$ cat config.mk
export PLATFORM = sky130hd
export DESIGN_NAME = spis_slave
export DESIGN_NICKNAME = d
export VERILOG_FILES = /design/src/rtl/spis_pkg.sv /design/src/rtl/spis_sync.sv /design/src/rtl/spis_edge.sv /design/src/rtl/spis_core.sv /design/src/rtl/spis_slave.sv
export SDC_FILE = /design/constraint.sdc
export NUM_CORES = 1
export LEC_CHECK = 0
export BUFFER_PORTS_ARGS = -buffer_cell sky130_fd_sc_hd__buf_2
export CORE_AREA = 2 2 57 59
export CTS_BUF_LIST = sky130_fd_sc_hd__clkbuf_4
export DETAILED_ROUTE_END_ITERATION = 8
export DIE_AREA = 0 0 59 61
export GPL_ROUTABILITY_DRIVEN = 0
export PLACE_DENSITY = 0.81
export SLEW_MARGIN = 5
export SYNTH_ARGS = -nofsm -noshare
export SYNTH_HDL_FRONTEND = slang
export SYNTH_SLANG_ARGS = --single-unit
$ cat constraint.sdc
create_clock -name clk -period 1.8 [get_ports clk]
set_clock_uncertainty 0.2 [all_clocks]
set_input_delay 0.36 -clock clk [delete_from_list [all_inputs] [get_ports clk]]
set_output_delay 0.36 -clock clk [all_outputs]
set_load 0.02 [all_outputs]
$ cat src/rtl/spis_pkg.sv
package spis_pkg;

    localparam logic [3:0] MODE_SEL  = 4'b0100;
    localparam logic [3:0] MODE_FREE = 4'b0101;

    typedef struct packed {
        logic       en;
        logic       idle_hi;
        logic       edge_sel;
        logic [3:0] mode;
    } spis_cfg_t;

    typedef struct packed {
        logic lead;
        logic trail;
    } spis_edge_t;

    function automatic logic mode_known(input logic [3:0] m);
        return (m == MODE_SEL) || (m == MODE_FREE);
    endfunction

    function automatic logic sel_ctrl(input logic [3:0] m);
        return m == MODE_SEL;
    endfunction

    // Sampling on the leading edge needs the select line to mark the frame start.
    function automatic logic framing_ok(input spis_cfg_t c);
        return !c.edge_sel || sel_ctrl(c.mode);
    endfunction

endpackage

$ cat src/rtl/spis_sync.sv
module spis_sync #(
    parameter int               W       = 3,
    parameter int               STAGES  = 2,
    parameter logic [W-1:0]     RST_VAL = '0
) (
    input  logic         clk,
    input  logic         rst,
    input  logic [W-1:0] d,
    output logic [W-1:0] q
);
    logic [W-1:0] stage [STAGES];

    generate
        for (genvar i = 0; i < STAGES; i++) begin : g_stage
            always_ff @(posedge clk) begin
                if (rst) stage[i] <= RST_VAL;
                else if (i == 0) stage[i] <= d;
                else stage[i] <= stage[(i == 0) ? 0 : i-1];
            end
        end
    endgenerate

    assign q = stage[STAGES-1];
endmodule

$ cat src/rtl/spis_edge.sv
module spis_edge
    import spis_pkg::*;
(
    input  logic       clk,
    input  logic       rst,
    input  logic       lvl,
    input  logic       idle_hi,
    output spis_edge_t edges
);
    logic prev;

    always_ff @(posedge clk) begin
        if (rst) prev <= 1'b0;
        else     prev <= lvl;
    end

    always_comb begin
        edges.lead  = (lvl != prev) && (lvl != idle_hi);
        edges.trail = (lvl != prev) && (lvl == idle_hi);
    end
endmodule

$ cat src/rtl/spis_core.sv
module spis_core
    import spis_pkg::*;
#(
    parameter int DATA_W = 8
) (
    input  logic              clk,
    input  logic              rst,
    input  spis_cfg_t         cfg,
    input  logic              ss_act,
    input  logic              mosi_s,
    input  spis_edge_t        edges,
    input  logic              wr_en,
    input  logic [DATA_W-1:0] wr_data,
    input  logic              rd_en,
    input  logic              clr_flags,
    output logic [DATA_W-1:0] rx_buf,
    output logic              dout,
    output logic              done,
    output logic              wcol,
    output logic              ovf
);
    localparam int CW = (DATA_W > 1) ? $clog2(DATA_W) : 1;
    localparam logic [CW-1:0] LAST = CW'(DATA_W - 1);

    logic [CW-1:0]     cnt;
    logic [DATA_W-1:0] sr;
    logic              full;
    logic              gate, abort, samp, chg, busy, shift_now, complete, load_ok;

    always_comb begin
        gate      = cfg.en && mode_known(cfg.mode) && framing_ok(cfg)
                    && (!sel_ctrl(cfg.mode) || ss_act);
        abort     = !cfg.en || (sel_ctrl(cfg.mode) && !ss_act);
        samp      = cfg.edge_sel ? edges.lead  : edges.trail;
        chg       = cfg.edge_sel ? edges.trail : edges.lead;
        busy      = (cnt != '0);
        shift_now = gate && samp;
        complete  = shift_now && (cnt == LAST);
        load_ok   = wr_en && !busy && !shift_now;
    end

    always_ff @(posedge clk) begin
        if (rst) begin
            cnt    <= '0;
            sr     <= '0;
            dout   <= 1'b0;
            rx_buf <= '0;
            full   <= 1'b0;
            done   <= 1'b0;
            wcol   <= 1'b0;
            ovf    <= 1'b0;
        end else begin
            if (abort)                   cnt <= '0;
            else if (shift_now)          cnt <= (cnt == LAST) ? '0 : cnt + 1'b1;

            if (shift_now)               sr <= {sr[DATA_W-2:0], mosi_s};
            else if (load_ok)            sr <= wr_data;

            if (load_ok)                 dout <= wr_data[DATA_W-1];
            else if (gate && chg)        dout <= sr[DATA_W-1];

            if (clr_flags) begin
                done <= 1'b0;
                wcol <= 1'b0;
                ovf  <= 1'b0;
            end
            if (rd_en) full <= 1'b0;

            if (wr_en && busy) wcol <= 1'b1;

            if (complete) begin
                done <= 1'b1;
                if (full && !rd_en) ovf <= 1'b1;
                else begin
                    rx_buf <= {sr[DATA_W-2:0], mosi_s};
                    full   <= 1'b1;
                end
            end
        end
    end

    AST_ABORT_CLEARS_COUNT: assert property (@(posedge clk) disable iff (rst)
        abort |=> (cnt == '0));
    AST_DONE_ON_LAST_BIT: assert property (@(posedge clk) disable iff (rst)
        complete |=> done);
    AST_OVF_KEEPS_BUFFER: assert property (@(posedge clk) disable iff (rst)
        (complete && full && !rd_en) |=> ($stable(rx_buf) && ovf));
    AST_WCOL_ON_BUSY_WRITE: assert property (@(posedge clk) disable iff (rst)
        (wr_en && busy) |=> wcol);
    AST_IDLE_NO_SHIFT: assert property (@(posedge clk) disable iff (rst)
        (!gate && !wr_en) |=> $stable(sr));
    AST_FLAGS_CLEAR: assert property (@(posedge clk) disable iff (rst)
        (clr_flags && !complete && !wr_en) |=> (!done && !wcol && !ovf));
endmodule

$ cat src/rtl/spis_slave.sv
module spis_slave
    import spis_pkg::*;
#(
    parameter int DATA_W      = 8,
    parameter int SYNC_STAGES = 2
) (
    input  logic              clk,
    input  logic              rst,
    input  logic              en,
    input  logic              idle_hi,
    input  logic              edge_sel,
    input  logic [3:0]        mode,
    input  logic              wr_en,
    input  logic [DATA_W-1:0] wr_data,
    input  logic              rd_en,
    input  logic              clr_flags,
    input  logic              sclk_in,
    input  logic              mosi_in,
    input  logic              ss_n_in,
    output logic [DATA_W-1:0] rd_data,
    output logic              miso_out,
    output logic              miso_oe,
    output logic              done_flag,
    output logic              wcol_flag,
    output logic              ovf_flag
);
    spis_cfg_t  cfg;
    spis_edge_t edges;
    logic [2:0] pins_s;

    assign cfg = '{en: en, idle_hi: idle_hi, edge_sel: edge_sel, mode: mode};

    // Bit order: {ss_n, mosi, sclk}; select resets to its inactive level.
    spis_sync #(.W(3), .STAGES(SYNC_STAGES), .RST_VAL(3'b100)) u_sync (
        .clk (clk),
        .rst (rst),
        .d   ({ss_n_in, mosi_in, sclk_in}),
        .q   (pins_s)
    );

    spis_edge u_edge (
        .clk     (clk),
        .rst     (rst),
        .lvl     (pins_s[0]),
        .idle_hi (cfg.idle_hi),
        .edges   (edges)
    );

    spis_core #(.DATA_W(DATA_W)) u_core (
        .clk       (clk),
        .rst       (rst),
        .cfg       (cfg),
        .ss_act    (!pins_s[2]),
        .mosi_s    (pins_s[1]),
        .edges     (edges),
        .wr_en     (wr_en),
        .wr_data   (wr_data),
        .rd_en     (rd_en),
        .clr_flags (clr_flags),
        .rx_buf    (rd_data),
        .dout      (miso_out),
        .done      (done_flag),
        .wcol      (wcol_flag),
        .ovf       (ovf_flag)
    );

    // Release follows the raw pin at once; assertion waits for the synchronized select.
    always_comb begin
        miso_oe = cfg.en && mode_known(cfg.mode) && framing_ok(cfg)
                  && (!sel_ctrl(cfg.mode) || (!ss_n_in && !pins_s[2]));
    end

    AST_OE_NEEDS_SELECT: assert property (@(posedge clk) disable iff (rst)
        (sel_ctrl(mode) && ss_n_in) |-> !miso_oe);
endmodule

==> flow_summary.yaml <==
floorplan:
  die_h_um: 61
  row_count: 20
  ios: 36
  initial_core_util_pct: 47.3
  core_area_um2: 2950
  die_x_um: 59
  dieArea_um2: 3600
sta:
  fmax_ghz: 0.566
  min_period_ns: 1.77
  maxSlewHeadroom_pct: 63.5
  slew_viol_final: 0
  final-setup-viol-count: 0
  rsz0062_at_grt: "true"
  min_period_over_period_pct: 98.1
  hold_viol: 0
  tightestPinTransition_ns: 0.547
logic_synthesis:
  synth.most_common_cell: "dfxtp_1"
  yosysTopAreaCell: "dfxtp_1"
  synth-edff-count: 0
  ys.flop_type: "dfxtp_1"
  ys_top_cells_by_count: "dfxtp_1 (31), mux2i_1 (19), nand2b_1 (19), a211oi_1 (9), nor3_1 (8)"
  yosysSeqAreaShare_pct: 44.4
  async_flop_share_pct: 0
  syn_nets: 169
  yosys-top-cells-area: "dfxtp_1 (44%), mux2i_1 (14%), nand2b_1 (8.5%)"
  yosys_warnings: 0
  yosysUniqueCellTypes: 30
  synthCells: 143
  avgSynthCellArea_um2: 9.76
  yosysTopAreaCellShare_pct: 44.4
  synth-seq-cells: 31
  syn_area_um2: 1400
setup_path:
  crit_path_cell_trace: "mux2i_2 > nand3_2 > a21oi_2 > buf_4"
  rr_startpoint: "u_sync.stage[1][0]"
  end_kind: "output pin"
  critPathLaunchType: "register"
  slowest_delay_ns: 0.33
  arrival_ns: 1.21
  crit_start: "u_sync.stage[1][2]"
  crit_type: "reg -> out"
  crit_path_top_delay_cell: "dfxtp_2"
  required_ns: 1.24
  crit_fanout: 2
layout:
  fin_area_um2: 1800
  final_util_pct: 60.9
  final_layout_size_suffix_gt1_share_pct: 35.8
  fill_cells: 257
  final_nets: 215
  antenna_cells: 0
  seqCellArea_um2: 623
  area_growth_pct: 28.8
  multi_input_area_um2: 766
route:
  post_drt_wl_per_cell_um: 13.4
  met3_length_um: 180
  viasPerCell: 5.39
  vias: 1201
  wl_mm: 2.99
  drc: 0
  wl_met2_mm: 1.56
  drt_iter0_markers: 27
  dr.max_layer_used: "met4"
  drtAntennaViolNets: 0
  drt-met1-wl_mm: 1.19
  drt_first_pass_iters: 4
clock_tree:
  clk_path_buf_depth: 2
  clk_latency_ns: 0.34
  cts_root_buffer: "clkbuf_4"
  cts_buffers: 5
  cts.sinks: 31
  cts_tree: "built"
  postCtsHoldBufs: 0
  path_clk_slew_ns: 0.10
  cts_max_level: 2
pwr:
  p_per_area_nw_per_um2: 767
  power_leakage_nw: 0.763
  ir_drop_v: 0.000464
  p_total_w: 0.00138
global_route:
  grt_pass1_wl_mm: 5.02
  grt_overflow_total: 0
  grt_pass1_vias: 1166
  grt_usage_pct: 19.1
  antenna_found_initial: 0
  grt_max_degree: 39
job:
  drv_cap: 0
outcome:
  status: "finished clean"
min_path:
  min_path_type: "in -> reg"
  hold_start: "mosi_in"
place:
  placed_cell_area_um2: 1680
  dpl.hpwl_mm: 2.21
  port_buffers: 35
## layout by cell type (no fill, tap or decap), types with 2 or more instances in the layout
cell type	instances
a21oi_1	6
clkbuf_4	5
nand3_1	4
buf_2	34
inv_1	3
buf_4	12
nor3_1	8
or2b_1	2
nand2_1	4
or2_2	2
nor2b_1	5
dfxtp_2	2
dfxtp_1	29
mux2i_2	2
o21ai_0	4
a211oi_1	9
ha_1	3
nand3b_1	2
nand2b_1	19
mux2i_1	17
## registers in the layout, summed over array words and instances, names as in the netlist
name / count
u_core.rx_buf: 8
u_core.sr: 8
u_sync.stage: 6
u_core.cnt: 3
u_core.done: 1
u_core.dout: 1
u_core.full: 1
u_core.ovf: 1
u_core.wcol: 1
u_edge.prev: 1
## per-layer routing
layer | up-vias | track usage, %
met5 | - | 0
met4 | 0 | 9.09
met3 | 6 | 7.04
met2 | 40 | 35.2
met1 | 561 | 18.9
li1 | 594 | -
## worst paths after layout
path,to,slack [ns],depth (start not counted)
setup / recovery,miso_oe,0.03,4
hold / removal,u_sync.stage[0][1],0.03,2
hold reg to reg,u_sync.stage[1][2],0.23,1
setup reg to reg,u_core.cnt[0],0.07,4
## through the flow
stage / std cells / hold WS [ns] / TNS [ns] / setup WS [ns]
after floorplan: 143 / 0.189 / -0.00885 / -0.00885
after global placement: 213 / 0.198 / -0.0741 / -0.0298
after detailed placement: 213 / 0.210 / -3.18 / -0.202
after CTS: 222 / 0.0148 / -0.000210 / -0.000210
after global routing: 223 / 0.0195 / -0.0596 / -0.0414
final: 223 / 0.0265 / 0 / 0.0339
## cell families after synthesis
family | Yosys count | share of synthesized area (%)
AOI/OAI and AO/OA | 24 | 11.2
adders and majority gates | 3 | 2.69
xor gates and xnor gates | 1 | 0.627
and+or+nand+nor | 53 | 23.1
muxes | 20 | 14.7
DFF | 31 | 44.4
buffers and inverters | 11 | 3.23
## worst max-delay path: cells and delay by family (launching register included)
family                 cells  cell delay (ns)
muxes                      1             0.18
and+or+nand+nor            1             0.11
AOI/OAI and AO/OA          1             0.11
DFF                        1             0.33
buffers and inverters      1             0.15
## layout make-up
type | count | area share, %
clock buffer | 5 | 2.09
clock inverter | 3 | 2.16
inverter | 3 | 0.626
multi-input combinational | 101 | 42.6
sequential | 31 | 34.7
tap | 33 | 2.30
timing repair buffer | 47 | 15.6
## report_power, final
part           switching [W]  total [W]  internal, W
clock               0.000242   0.000527     0.000285
sequential         0.0000118   0.000717     0.000705
combinational      0.0000631   0.000135    0.0000718
## what timing repair did
action	in CTS	in global routing
setup buffers	1	1
resized for setup	5	3
endpoints found under the setup margin	1	3
pin swaps	1	0
gates cloned	0	0
No activity file was read; power rests on OpenSTA's default activity.
